$ cat src/rtl/extint_pkg.sv
package extint_pkg;
  localparam int DATA_W  = 8;
  localparam int B_PUOFF = 6;
  localparam int B_PEND  = 3;
  localparam int B_ACK   = 2;
  localparam int B_MASK  = 1;
  localparam int B_MODE  = 0;

  typedef enum logic {
    TRIG_EDGE  = 1'b0,
    TRIG_LEVEL = 1'b1
  } trig_e;

  typedef struct packed {
    logic  pu_off;
    logic  mask;
    trig_e mode;
  } ctrl_t;
endpackage

$ cat src/rtl/extint_rst_sync.sv
module extint_rst_sync #(
  parameter int STAGES = 2
) (
  input  logic clk,
  input  logic rst_n,
  output logic rst_sync_n
);
  logic [STAGES-1:0] chain_q;
  logic [STAGES-1:0] chain_d;

  always_comb begin
    chain_d = {chain_q[STAGES-2:0], 1'b1};
  end

  always_ff @(posedge clk or negedge rst_n) begin
    if (!rst_n) chain_q <= '0;
    else        chain_q <= chain_d;
  end

  assign rst_sync_n = chain_q[STAGES-1];
endmodule

$ cat src/rtl/extint_pin_sync.sv
module extint_pin_sync #(
  parameter int STAGES = 2
) (
  input  logic clk,
  input  logic rst_n,
  input  logic pin_n,
  output logic pin_now,
  output logic pin_prev
);
  logic [STAGES-1:0] sync_q;
  logic [STAGES-1:0] sync_d;
  logic              hist_q;

  for (genvar i = 0; i < STAGES; i++) begin : g_stage
    if (i == 0) begin : g_first
      assign sync_d[i] = pin_n;
    end else begin : g_next
      assign sync_d[i] = sync_q[i-1];
    end
  end

  always_ff @(posedge clk or negedge rst_n) begin
    if (!rst_n) begin
      sync_q <= '1;
      hist_q <= 1'b1;
    end else begin
      sync_q <= sync_d;
      hist_q <= sync_q[STAGES-1];
    end
  end

  assign pin_now  = sync_q[STAGES-1];
  assign pin_prev = hist_q;
endmodule

$ cat src/rtl/extint_trigger.sv
module extint_trigger
  import extint_pkg::*;
(
  input  trig_e mode,
  input  logic  pin_now,
  input  logic  pin_prev,
  output logic  evt
);
  logic fall;
  logic low;

  always_comb begin
    fall = pin_prev & ~pin_now;
    low  = ~pin_now;
    evt  = (mode == TRIG_LEVEL) ? low : fall;
  end
endmodule

$ cat src/rtl/extint_regs.sv
module extint_regs
  import extint_pkg::*;
#(
  parameter int              ADDR_W   = 4,
  parameter logic [ADDR_W-1:0] REG_ADDR = '0
) (
  input  logic              clk,
  input  logic              rst_n,
  input  logic [ADDR_W-1:0] addr,
  input  logic              we,
  input  logic [DATA_W-1:0] wdata,
  input  logic              evt,
  output ctrl_t             ctrl_q,
  output logic              pend_q,
  output logic              reg_wr,
  output logic              ack_wr,
  output logic [DATA_W-1:0] rdata
);
  logic  sel;
  ctrl_t ctrl_d;
  logic  ctrl_en;
  logic  pend_d;
  logic  pend_en;
  logic  unused_wdata;

  assign unused_wdata = ^{wdata[7], wdata[5:3]};

  always_comb begin
    sel     = (addr == REG_ADDR);
    reg_wr  = we & sel;
    ack_wr  = reg_wr & wdata[B_ACK];
    ctrl_en = reg_wr;
    ctrl_d.pu_off = wdata[B_PUOFF];
    ctrl_d.mask   = wdata[B_MASK];
    ctrl_d.mode   = trig_e'(wdata[B_MODE]);
    pend_en = evt | ack_wr;
    pend_d  = evt;
  end

  always_ff @(posedge clk or negedge rst_n) begin
    if (!rst_n) begin
      ctrl_q <= '{pu_off: 1'b0, mask: 1'b0, mode: TRIG_EDGE};
    end else if (ctrl_en) begin
      ctrl_q <= ctrl_d;
    end
  end

  always_ff @(posedge clk or negedge rst_n) begin
    if (!rst_n)       pend_q <= 1'b0;
    else if (pend_en) pend_q <= pend_d;
  end

  always_comb begin
    rdata = '0;
    if (sel) begin
      rdata[B_PUOFF] = ctrl_q.pu_off;
      rdata[B_PEND]  = pend_q;
      rdata[B_MASK]  = ctrl_q.mask;
      rdata[B_MODE]  = ctrl_q.mode;
    end
  end
endmodule

$ cat src/rtl/extint_ctrl.sv
module extint_ctrl
  import extint_pkg::*;
#(
  parameter int                ADDR_W      = 4,
  parameter logic [ADDR_W-1:0] REG_ADDR    = 4'hC,
  parameter int                SYNC_STAGES = 2,
  parameter int                RST_STAGES  = 2
) (
  input  logic              clk,
  input  logic              rst_n,
  input  logic [ADDR_W-1:0] bus_addr,
  input  logic              bus_we,
  input  logic [7:0]        bus_wdata,
  output logic [7:0]        bus_rdata,
  input  logic              pin_n,
  output logic              irq_req,
  output logic              pullup_off
);
  logic  rst_sync_n;
  logic  pin_now;
  logic  pin_prev;
  logic  trig_evt;
  ctrl_t ctrl_q;
  logic  pend_q;
  logic  mask_q;
  logic  reg_wr;
  logic  ack_wr;

  extint_rst_sync #(.STAGES(RST_STAGES)) u_rst (
    .clk        (clk),
    .rst_n      (rst_n),
    .rst_sync_n (rst_sync_n)
  );

  extint_pin_sync #(.STAGES(SYNC_STAGES)) u_sync (
    .clk      (clk),
    .rst_n    (rst_sync_n),
    .pin_n    (pin_n),
    .pin_now  (pin_now),
    .pin_prev (pin_prev)
  );

  extint_trigger u_trig (
    .mode     (ctrl_q.mode),
    .pin_now  (pin_now),
    .pin_prev (pin_prev),
    .evt      (trig_evt)
  );

  extint_regs #(.ADDR_W(ADDR_W), .REG_ADDR(REG_ADDR)) u_regs (
    .clk    (clk),
    .rst_n  (rst_sync_n),
    .addr   (bus_addr),
    .we     (bus_we),
    .wdata  (bus_wdata),
    .evt    (trig_evt),
    .ctrl_q (ctrl_q),
    .pend_q (pend_q),
    .reg_wr (reg_wr),
    .ack_wr (ack_wr),
    .rdata  (bus_rdata)
  );

  assign mask_q     = ctrl_q.mask;
  assign irq_req    = pend_q & ~mask_q;
  assign pullup_off = ctrl_q.pu_off;
endmodule

$ cat config.mk
export PLATFORM = sky130hd
export DESIGN_NAME = extint_ctrl
export DESIGN_NICKNAME = d
export VERILOG_FILES = /design/src/rtl/extint_pkg.sv /design/src/rtl/extint_rst_sync.sv /design/src/rtl/extint_pin_sync.sv /design/src/rtl/extint_trigger.sv /design/src/rtl/extint_regs.sv /design/src/rtl/extint_ctrl.sv
export SDC_FILE = /design/constraint.sdc
export NUM_CORES = 1
export LEC_CHECK = 0
export BUFFER_PORTS_ARGS = -buffer_cell sky130_fd_sc_hd__buf_4
export CORE_AREA = 2 2 39 41
export DETAILED_ROUTE_END_ITERATION = 12
export DIE_AREA = 0 0 41 43
export GPL_ROUTABILITY_DRIVEN = 0
export GPL_TIMING_DRIVEN = 0
export PLACE_DENSITY = 0.67
export SKIP_LAST_GASP = 1
export SYNTH_ARGS = -nofsm -noshare
export SYNTH_HDL_FRONTEND = slang
export SYNTH_SLANG_ARGS = --single-unit
$ cat constraint.sdc
create_clock -name clk -period 1.3 [get_ports clk]
set_clock_uncertainty 0.2 [all_clocks]
set_input_delay 0.39 -clock clk [delete_from_list [all_inputs] [get_ports clk]]
set_output_delay 0.39 -clock clk [all_outputs]
set_load 0.01 [all_outputs]
# Word-level counts from Yosys, hierarchy flattened
# Cells that the tools add are included.
dict set report classes {
  eq_ne 1
  mux 4
  bitwise_logic 7
}
# cell n
set ops {}
lappend ops {{$and 1x1->1} 4}
lappend ops {{$eq 4x4->1 const B} 1}
lappend ops {{$mux 1} 3}
lappend ops {{$mux 2} 1}
lappend ops {{$not 1->1} 2}
lappend ops {{$or 1x1->1} 1}
dict set report word_totals {
  register_bits 9
}

# Depth between registers and ports, before layout
# Gate-level depths: netlist of run 1.
dict set report logic_depth {
  depth_word 4
  depth_mapped 3
}

# Hierarchy
# From an unflattened synthesis of run 1, not the netlist that was laid out.
dict set report hier_totals {
  hier_cells 30
  area_unflattened_um2 406.6
}
# mod n_inst cells_each area_per_inst_um2
set by_module_without_submodules {}
lappend by_module_without_submodules {extint_regs 1 22 250.2}
lappend by_module_without_submodules {extint_pin_sync 1 3 78.8}
lappend by_module_without_submodules {extint_rst_sync 1 3 53.8}
lappend by_module_without_submodules {extint_ctrl 1 1 13.8}
lappend by_module_without_submodules {extint_trigger 1 1 10.0}

# Least setup slack after synthesis of run 1
# Ideal clock, no wire load.
dict set report synth_timing {
  path_kind {input -> output}
  startpoint {input bus_addr[0]}
  endpoint {output bus_rdata[0]}
  t_arrival_ns 0.910
  slack_ns -0.200
  cell_stages 2
  path_buffers 0
  path_cell_list {and4bb_4 -> and2_2}
}
dict set report synth_between {
  elab_chain_cells 2
}
# item line
set synth_rtl {}
lappend synth_rtl {{start, declared} extint_ctrl.sv:11} ;# input logic [ADDR_W-1:0] bus_addr,
lappend synth_rtl {{$eq 4x4->1} extint_regs.sv:29} ;# sel = (addr == REG_ADDR);
lappend synth_rtl {{$mux 2} extint_regs.sv:55} ;# if (sel) begin
lappend synth_rtl {{end, declared} extint_ctrl.sv:14} ;# output logic [7:0] bus_rdata,
# Every way passes these cells.

# Final worst setup path of run 1
dict set report layout_timing {
  startpoint {input bus_addr[1]}
  endpoint {output bus_rdata[6]}
}
dict set report layout_between {
  elab_chain_cells 2
}
# item line
set layout_rtl {}
lappend layout_rtl {{$eq 4x4->1} extint_regs.sv:29}
lappend layout_rtl {{$mux 1} extint_regs.sv:55}
# Every way passes these cells.

==> impl_results.md, run 1 <==
* Syn-to-layout area delta at 64.0%
* Number of vias after detailed routing at around 270
* Mean routed wirelength per cell at between 9 and 10 um
* Layer carrying the most global-route usage: met2
* Inserted Clock Buffers at 3
* Multi-input gate area at roughly 150 sq um
* Switching share of total power at 22.4%
* Antenna Cells at 0
* Count of unresolved DRC violations after routing at 0
* Antenna violations before repair at 0
* Maximum vdd drop at between 0.4 and 0.5 mV
* Number of global-route vias before repair at about 240
* Core Box Area at between 1000 and 1500 sq um
* Clk_lat worst skew at approximately 250 ps
* Count of boundary I/O pins at 26
* Worst r2r src: u_rst.chain_q[1]$_DFF_PN0_
* Part of the total power dissipated in the clock network at between 20% and 30%
* IO buf count at 17
* Average footprint of a synthesized cell at about 14 sq um
* Worst-path fanout max at 5
* Global-route wire length before repair at around 920 um
* Crit path kind: in -> out
* Hold Violations, Final at 0
* Class of the tightest hold or removal check: in -> reg
* Starting density of the core at between 20 and 30%
* Unrepaired setup endpoints after global routing: yes
* Beginning of the critical path: bus_addr[1]
* Row Count at 14
* Global-route total usage across every layer at a little under 9%
* Grt ovf at 0
* Worst-case register-to-register setup slack at 230 ps
* Netlist Area Pre-Place at about 390 sq um
* Total Die Area at 1760 sq um
* Die X at 41 um
* FF+latch area at approximately 230 sq um
* Drt initial violations at 0
* Final Cycle Share at 127%
* Synth cell types at 12
* Number of filler instances in the final layout at 135
* TritonCTS clock tree: done
* Nets@finish at between 70 and 80
* Clock input transition at the sequential cells of the worst setup and hold paths at 50 ps
* Leakage power summed over all cells at ~0.33 nW
* Met3 usage in global routing at under 10%
* Power Density at roughly 1100 nW/um^2
* Switching Power at 0.154 mW
* Highest attainable clock frequency at between 600 and 700 MHz
* Number of H-tree levels at 1
* Number of setup violations in the final report at 9
* Worst setup margin at -347 ps
* Reg2Reg Depth at 1
* Required time at the worst-slack endpoint at a little over 700 ps
* Cells after Synth at 28
* Internal power component at approximately 0.53 mW
* Clock period minus final worst setup slack at between 1500 and 2000 ps
* Post-route total power at around 0.69 mW
* Critical path data arrival time at 1060 ps
* Post-synthesis sequential element count at 9
* Total of warnings raised by yosys at 0
* Run status: finished, violations left
* Final sum of negative setup slack at -1870 ps
* Met2 GRT Util at 12.2%
* Violated checks: negative setup slack
* Maximum number of pins on one net before global-route repair at 6
* Gate power share at a little over a fifth
* Hold WS at between 40 and 50 ps
* Clock sink count at 9
* Count of nets left with antenna violations after detail routing at 0
* Count of final max-slew check failures at 0
* Global routing met1 resource utilization at between 8 and 9%
* Category of the worst setup path launch point: input port
* Max_cap viols at 0
* Wirelength, routed at ~650 um
* Sequential-to-total area share from yosys stat at 58.3%
* Destination of the worst register-to-register timing path: u_regs.pend_q$_DFFE_PN0P_
* Capturing element of the worst setup path: bus_rdata[6]
* Max Buffers Root-to-Sink at 2
* Mean number of vias per cell at 3.78
* Register share of total power at between 40% and 50%
* Clock root cell: sky130_fd_sc_hd__clkbuf_4
* Fraction of final layout cells with drive strength greater than 1 at 67.9%
* Number of optimization iterations in the first detailed-route pass at 1
* Die height at about 43 um
* Placement Setup Slack at -417 ps
* Critical path capture point type: output port
[power groups by stage]
stage | clock network [mW] | logic [mW] | registers (mW)
detailed placement | 0 | 0.127 | 0.345
global route | 0.230 | 0.154 | 0.343
finish | 0.205 | 0.144 | 0.340
CTS | 0.219 | 0.140 | 0.339
global placement | 0 | 0.126 | 0.344
floorplan | 0 | 0.0675 | 0.342
[how the worst min path moves through the flow]
stage                                   endpoint                  startpoint  slack, ps  cells past startpoint
floorplan           u_regs.ctrl_q[0]$_DFFE_PN0P_  u_rst.chain_q[1]$_DFF_PN0_       -120                      0
global placement    u_regs.ctrl_q[1]$_DFFE_PN0P_  u_rst.chain_q[1]$_DFF_PN0_       -100                      0
detailed placement  u_regs.ctrl_q[2]$_DFFE_PN0P_  u_rst.chain_q[1]$_DFF_PN0_        -90                      0
CTS                   u_sync.sync_q[0]$_DFF_PN1_                       pin_n         30                      1
global route          u_sync.sync_q[0]$_DFF_PN1_                       pin_n         30                      1
finish                u_sync.sync_q[0]$_DFF_PN1_                       pin_n         40                      1
[sequential cells by signal, indices dropped and copies added, names as in the netlist]
signal / flops
u_sync.sync_q: 2
u_regs.ctrl_q: 3
u_sync.pin_prev: 1
u_regs.pend_q: 1
u_rst.chain_q: 2
[final cells by class]
| cell class | instances | share of cell area [%] |
|---|---|---|
| clock buffers | 4 | 4.08 |
| flip-flops and latches | 9 | 35.5 |
| multi-input cells | 18 | 23.3 |
| plain buffers | 4 | 4.66 |
| repair buffers | 21 | 29.3 |
| well taps | 16 | 3.11 |
[cells in the final DEF, fill, tap and decap left out, types with 2 or more instances in the layout]
cell type / netlist / layout
sky130_fd_sc_hd__clkbuf_4: 0 / 3
sky130_fd_sc_hd__buf_6: 0 / 7
sky130_fd_sc_hd__conb_1: 2 / 5
sky130_fd_sc_hd__dfstp_2: 3 / 3
sky130_fd_sc_hd__buf_4: 4 / 16
sky130_fd_sc_hd__dlygate4sd3_1: 0 / 2
sky130_fd_sc_hd__and2_4: 0 / 4
sky130_fd_sc_hd__dfrtp_1: 6 / 6
sky130_fd_sc_hd__mux2_4: 3 / 3
[stage by stage]
| stage | std cells | cell area (sq um) | util, % |
|---|---|---|---|
| final | 72 | 644 | 46.6 |
| after floorplan | 31 | 409 | - |
| after CTS | 72 | 637 | 46.0 |
| after global routing | 72 | 644 | 46.6 |
| after detailed placement | 64 | 557 | 40.2 |
| after global placement | 64 | 557 | 40.2 |
[cell families after synthesis]
| family | Yosys count | synth area share (%) |
|---|---|---|
| flip-flops | 9 | 58.3 |
| AND/OR/NAND/NOR | 9 | 18.5 |
| buffers and inverters | 4 | 7.64 |
| multiplexers | 3 | 11.5 |
| other | 2 | 1.91 |
| AO/OA/AOI/OAI | 1 | 2.23 |
[cell usage after synthesis]
master                      number  share of area, %
sky130_fd_sc_hd__dfrtp_1         6                38
sky130_fd_sc_hd__and2_2          4               7.6
sky130_fd_sc_hd__buf_4           4               7.6
sky130_fd_sc_hd__dfstp_2         3                20
sky130_fd_sc_hd__mux2_4          3                11
sky130_fd_sc_hd__conb_1          2               1.9
sky130_fd_sc_hd__and4bb_4        1               4.1
sky130_fd_sc_hd__nand2_4         1               2.9
sky130_fd_sc_hd__nand3_1         1               1.3
sky130_fd_sc_hd__nor2_1          1              0.95
sky130_fd_sc_hd__nor2b_1         1               1.6
sky130_fd_sc_hd__o2bb2ai_1       1               2.2
[per-layer routing]
layer  wire, um  up-vias
li1           -      136
met1        254      120
met2        316       16
met3         82        0
met4          0        0
met5          0        -
[worst max-delay path, cell delays in order]
cell and delay (ps):
sky130_fd_sc_hd__buf_6 80, sky130_fd_sc_hd__and4bb_4 350, sky130_fd_sc_hd__and2_4 140, sky130_fd_sc_hd__buf_6 90
[timing repair]
action | 4_1_cts | 5_1_grt
resized for setup | 5 | 2
pin swaps | 2 | 1
setup endpoints to repair | 6 | 9
endpoints found under the hold margin | 6 | 0
buffers inserted | 2 | 0
hold buffers | 2 | 0
No activity file was read; power rests on OpenSTA's default activity.
==> run 2, diff against run 1 <==
CTS_BUF_LIST = sky130_fd_sc_hd__clkbuf_8   (was unset)
==> impl_results.md, run 2 (same netlist as run 1, synthesis figures left out) <==
* Run status: finished, violations left (unchanged)
* Violated checks: negative setup slack (unchanged)
* Wirelength, routed at 700 um (was 654 um)
* Post-route cell area at 706 sq um (was 644 sq um)
* Worst setup margin at -348 ps (was -347 ps)
* Required time at the worst-slack endpoint at 710 ps (about the same)
* Number of optimization iterations in the first detailed-route pass at 1 (unchanged)
* Critical path capture point type: output port (unchanged)
* Mean number of vias per cell at 3.76 (was 3.78)
* Clock sink count at 9 (unchanged)
* Fraction of final layout cells with drive strength greater than 1 at 72.4% (was 67.9%)
* Placement Setup Slack at -417 ps (unchanged)
* Largest Register: u_regs.ctrl_q (unchanged)
* Inserted Clock Buffers at 3 (unchanged)
* Internal power component at 0.626 mW (was 0.534 mW)
* Global-route total usage across every layer at 8.89% (was 8.78%)
* Switching share of total power at 21.5% (was 22.4%)
* Final Cycle Share at 127% (about the same)
* Grt ovf at 0 (unchanged)
* Class of the tightest hold or removal check: reg -> async (was in -> reg)
* Worst-path fanout max at 5 (unchanged)
* Highest attainable clock frequency at 607 MHz (about the same)
* IO buf count at 17 (unchanged)
* Category of the worst setup path launch point: input port (unchanged)
* Clock period minus final worst setup slack at 1650 ps (about the same)
* Hold WS at 58.6 ps (was 44.7 ps)
* Maximum vdd drop at 0.517 mV (was 0.458 mV)
* Max Buffers Root-to-Sink at 2 (unchanged)
* Unrepaired setup endpoints after global routing: yes (unchanged)
* Number of setup violations in the final report at 10 (was 9)
* Register share of total power at 42.9% (was 49.3%)
* Global-route wire length before repair at 959 um (was 924 um)
* Drt initial violations at 0 (unchanged)
* Total Die Area at 1760 sq um (unchanged)
* Post-route total power at 0.798 mW (was 0.689 mW)
* Starting density of the core at 28.4% (unchanged)
* Number of global-route vias before repair at 255 (was 241)
* Most frequent cells in the layout: sky130_fd_sc_hd__buf_4 (16), sky130_fd_sc_hd__buf_6 (9), sky130_fd_sc_hd__dfrtp_1 (6) (was sky130_fd_sc_hd__buf_4 (16), sky130_fd_sc_hd__buf_6 (7), sky130_fd_sc_hd__dfrtp_1 (6))
* Number of vias after detailed routing at 278 (was 272)
* Most frequent standard cell in the layout excluding fill and tap cells: sky130_fd_sc_hd__buf_4 (unchanged)
* Crit path kind: in -> out (unchanged)
* Area after detailed placement at 557 sq um (unchanged)
* Final Non-Filler Cells at 74 (was 72)
* Max_cap viols at 0 (unchanged)
* Row Count at 14 (unchanged)
* TritonCTS clock tree: done (unchanged)
* Leakage power summed over all cells at 0.348 nW (was 0.329 nW)
* Die X at 41 um (unchanged)
* Core Box Area at 1380 sq um (unchanged)
* Syn-to-layout area delta at 79.6% (was 64.0%)
* Placed insts at 64 (unchanged)
* Clock input transition at the sequential cells of the worst setup and hold paths at 40 ps (was 50 ps)
* Clock root cell: sky130_fd_sc_hd__clkbuf_8 (was sky130_fd_sc_hd__clkbuf_4)
* Die height at 43 um (unchanged)
* Count of final max-slew check failures at 0 (unchanged)
* Reg2Reg Depth at 1 (unchanged)
* Clk_lat worst skew at 230 ps (was 250 ps)
* Part of the total power dissipated in the clock network at 37.9% (was 29.8%)
* Hold Violations, Final at 0 (unchanged)
* Critical path data arrival time at 1060 ps (about the same)
* Gate power share at 19.2% (was 20.9%)
* Antenna Cells at 0 (unchanged)
* Final sum of negative setup slack at -2480 ps (was -1870 ps)
* Mean routed wirelength per cell at 9.46 um (was 9.08 um)
* Antenna violations before repair at 0 (unchanged)
* Count of boundary I/O pins at 26 (unchanged)
* Power Density at 1130 nW/um^2 (was 1070 nW/um^2)
* Switching Power at 0.171 mW (was 0.154 mW)
* Nets@finish at 75 (was 73)
* Largest registers: u_regs.ctrl_q x3, u_rst.chain_q x2, u_sync.sync_q x2 (unchanged)
* Max FFs per register at 3 (unchanged)
* Count of nets left with antenna violations after detail routing at 0 (unchanged)
* Number of H-tree levels at 1 (unchanged)
* Count of unresolved DRC violations after routing at 0 (unchanged)
* Fraction of the core area covered by cells at the end of the flow at 51.0% (was 46.6%)
* Maximum number of pins on one net before global-route repair at 6 (unchanged)
[run 2: power groups by stage]
stage | clock network, mW | logic (mW) | registers [mW]
2_1_floorplan | 0 | 0.0675 | 0.342
3_3_place_gp | 0 | 0.126 | 0.344
3_5_place_dp | 0 | 0.127 | 0.345
4_1_cts | 0.316 | 0.145 | 0.340
5_1_grt | 0.325 | 0.164 | 0.345
6_report | 0.303 | 0.153 | 0.342
[run 2: per-layer routing]
metal	wire length, um	vias to the layer above	GRT usage [%]
met2	358	16	13.4
li1	-	140	-
met3	81	0	1.57
met1	260	122	8.84
met5	0	-	0
met4	0	0	10.0
[run 2: cell type report]
type | count | area [sq um]
flip-flops and latches | 9 | 229
plain buffers | 4 | 30.0
multi-input cells | 18 | 170
well taps | 16 | 20.0
clock inverters | 1 | 3.75
fillers | 126 | 678
repair buffers | 23 | 211
clock buffers | 3 | 41.3
[run 2: what timing repair did]
item	CTS	global route
pin swaps	2	1
hold endpoints to repair	6	0
setup endpoints to repair	9	10
hold buffers	2	0
setup buffers	5	1
gates resized for setup	8	6
[run 2: critical path: stages]
cell                       delay, ps
sky130_fd_sc_hd__buf_6            80
sky130_fd_sc_hd__and4bb_4        350
sky130_fd_sc_hd__and2_4          140
sky130_fd_sc_hd__buf_6            90
[run 2: path summary, 6_finish.rpt]
check	startpoint	endpoint	slack, ps
worst max-delay path	bus_addr[1]	bus_rdata[6]	-350
worst min-delay path	u_rst.chain_q[1]$_DFF_PN0_	u_sync.sync_q[0]$_DFF_PN1_	60
worst max register to register	u_rst.chain_q[1]$_DFF_PN0_	u_regs.pend_q$_DFFE_PN0P_	230
worst min register to register	u_rst.chain_q[1]$_DFF_PN0_	u_sync.sync_q[0]$_DFF_PN1_	60
max in group asynchronous	u_rst.chain_q[1]$_DFF_PN0_	u_regs.pend_q$_DFFE_PN0P_	230
min in group clk	pin_n	u_sync.sync_q[0]$_DFF_PN1_	70
==> run 3, diff against run 2 <==
CELL_PAD_IN_SITES_DETAIL_PLACEMENT = 0   (was unset)
CELL_PAD_IN_SITES_GLOBAL_PLACEMENT = 1   (was unset)
CORE_AREA = unset   (was 2 2 39 41)
CORE_MARGIN = 2   (was unset)
CORE_UTILIZATION = 27   (was unset)
DIE_AREA = unset   (was 0 0 41 43)
PLACE_DENSITY = 0.79   (was 0.67)
SLEW_MARGIN = 20   (was unset)
==> impl_results.md, run 3 (same netlist as run 1, synthesis figures left out) <==
* Number of optimization iterations in the first detailed-route pass at 2 (was 1)
* Grt ovf at 0 (unchanged)
* Max Buffers Root-to-Sink at 2 (unchanged)
* Count of nets left with antenna violations after detail routing at 0 (unchanged)
* Violated checks: negative setup slack (unchanged)
* Count of boundary I/O pins at 26 (unchanged)
* Max_cap viols at 0 (unchanged)
* Highest attainable clock frequency at 604 MHz (was 607 MHz)
* Maximum vdd drop at 0.635 mV (was 0.517 mV)
* Number of setup violations in the final report at 10 (unchanged)
* Reg2Reg Depth at 2 (was 1)
* Critical path capture point type: output port (unchanged)
* Worst r2r src: u_regs.ctrl_q[2]$_DFFE_PN0P_ (was u_rst.chain_q[1]$_DFF_PN0_)
* Hold Violations, Final at 0 (unchanged)
* Crit path kind: in -> out (unchanged)
* Category of the worst setup path launch point: input port (unchanged)
* Starting density of the core at 29.5% (was 28.4%)
* FF+latch area at 229 sq um (unchanged)
* Largest Register: u_regs.ctrl_q (unchanged)
* Power Density at 1180 nW/um^2 (was 1130 nW/um^2)
* Final sum of negative setup slack at -2270 ps (was -2480 ps)
* Wirelength, routed at 766 um (was 700 um)
* Inserted Clock Buffers at 3 (unchanged)
* Number of global-route vias before repair at 278 (was 255)
* Clock input transition at the sequential cells of the worst setup and hold paths at 40 ps (about the same)
* Worst setup margin at -355 ps (was -348 ps)
* Worst-case register-to-register setup slack at 210 ps (was 230 ps)
* Placement Setup Slack at -420 ps (was -417 ps)
* Run status: finished, violations left (unchanged)
* Destination of the worst register-to-register timing path: u_regs.ctrl_q[2]$_DFFE_PN0P_ (was u_regs.pend_q$_DFFE_PN0P_)
* Unrepaired setup endpoints after global routing: yes (unchanged)
* Worst-path fanout max at 5 (unchanged)
* Final Cycle Share at 127% (about the same)
* Maximum number of pins on one net before global-route repair at 6 (unchanged)
* Die height at 42.1 um (was 43 um)
* Global-route total usage across every layer at 9.24% (was 8.89%)
* Number of filler instances in the final layout at 129 (was 126)
* TritonCTS clock tree: done (unchanged)
* Syn-to-layout area delta at 78.0% (was 79.6%)
* Total Die Area at 1780 sq um (was 1760 sq um)
* Clock sink count at 9 (unchanged)
* Antenna violations before repair at 0 (unchanged)
* Drt initial violations at 2 (was 0)
* Core Box Area at 1330 sq um (was 1380 sq um)
* Row Count at 13 (was 14)
* Count of unresolved DRC violations after routing at 0 (unchanged)
* Most frequent cells in the layout: sky130_fd_sc_hd__buf_4 (17), sky130_fd_sc_hd__buf_6 (9), sky130_fd_sc_hd__dfrtp_1 (6) (was sky130_fd_sc_hd__buf_4 (16), sky130_fd_sc_hd__buf_6 (9), sky130_fd_sc_hd__dfrtp_1 (6))
* Die X at 42.1 um (was 41 um)
* Leakage power summed over all cells at 0.368 nW (was 0.348 nW)
* Fraction of the core area covered by cells at the end of the flow at 52.4% (was 51.0%)
* Global-route wire length before repair at 1.21 mm (was 959 um)
* Max FFs per register at 3 (unchanged)
* Antenna Cells at 0 (unchanged)
* Multi-input gate area at 158 sq um (was 170 sq um)
* IO buf count at 17 (unchanged)
* Clock period minus final worst setup slack at 1660 ps (was 1650 ps)
* Mean number of vias per cell at 3.97 (was 3.76)
* Clock root cell: sky130_fd_sc_hd__clkbuf_8 (unchanged)
* Number of H-tree levels at 1 (unchanged)
* Most frequent standard cell in the layout excluding fill and tap cells: sky130_fd_sc_hd__buf_4 (unchanged)
* DP Wirelength at approximately 550 um
* Critical path data arrival time at 1070 ps (was 1060 ps)
* Mean routed wirelength per cell at 10.4 um (was 9.46 um)
* Count of final max-slew check failures at 0 (unchanged)
* Clk_lat worst skew at 220 ps (was 230 ps)
* Nets@finish at 76 (was 75)
* Largest registers: u_regs.ctrl_q x3, u_rst.chain_q x2, u_sync.sync_q x2 (unchanged)
* Number of vias after detailed routing at 294 (was 278)
* Class of the tightest hold or removal check: reg -> async (unchanged)
* Required time at the worst-slack endpoint at 710 ps (about the same)
* Fraction of final layout cells with drive strength greater than 1 at 71.2% (was 72.4%)
run 3: cell type report:
cell class	instances	area share, %
sequential	9	32.7
timing repair buffer	24	31.3
multi-input combinational	18	22.5
clock buffer	3	5.90
buffer	4	4.29
tap	15	2.68
clock inverter	1	0.537
run 3: worst max-delay path, stage by stage:
cell and delay [ps]:
sky130_fd_sc_hd__buf_6 90, sky130_fd_sc_hd__and4bb_4 350, sky130_fd_sc_hd__and2_4 150, sky130_fd_sc_hd__buf_6 90
run 3: worst max-delay path by stage:
| stage | startpoint | end | slack (ps) | cells after the start |
|---|---|---|---|---|
| final | bus_addr[1] | bus_rdata[6] | -360 | 4 |
| after global routing | bus_addr[1] | bus_rdata[6] | -370 | 4 |
| after CTS | bus_addr[0] | bus_rdata[6] | -350 | 4 |
| after detailed placement | bus_addr[1] | bus_rdata[6] | -420 | 4 |
| after global placement | bus_addr[1] | bus_rdata[6] | -410 | 4 |
| after floorplan | bus_addr[1] | bus_rdata[6] | -200 | 2 |
run 3: per-layer routing:
layer | track usage [%] | vias to the layer above | share of wire [%]
met5 | 0 | - | 0
met4 | 5.63 | 0 | 0
met3 | 3.45 | 0 | 10
met2 | 14.7 | 14 | 52
met1 | 10.5 | 135 | 37
li1 | - | 145 | -
run 3: per-stage QoR:
stage / hold slack [ps] / cells / cell area [sq um] / power, mW
after floorplan: -121 / 31 / 409 / 0.409
after global placement: -97.1 / 63 / 556 / 0.470
after detailed placement: -87.7 / 63 / 556 / 0.474
after CTS: 52.0 / 72 / 662 / 0.805
after global routing: 62.6 / 74 / 699 / 0.880
final: 47.0 / 74 / 699 / 0.826
run 3: timing repair:
| action | in CTS | in global routing |
|---|---|---|
| buffers inserted | 3 | 2 |
| endpoints found under the setup margin | 9 | 9 |
| resized for setup | 5 | 6 |
| hold buffers | 2 | 0 |
| pin swaps | 2 | 1 |
| endpoints found under the hold margin | 6 | 0 |
run 3: power breakdown:
part / switching [mW] / total, mW / internal [mW]
clock network: 0.0956 / 0.300 / 0.204
registers: 0.0285 / 0.344 / 0.316
logic: 0.0522 / 0.182 / 0.130
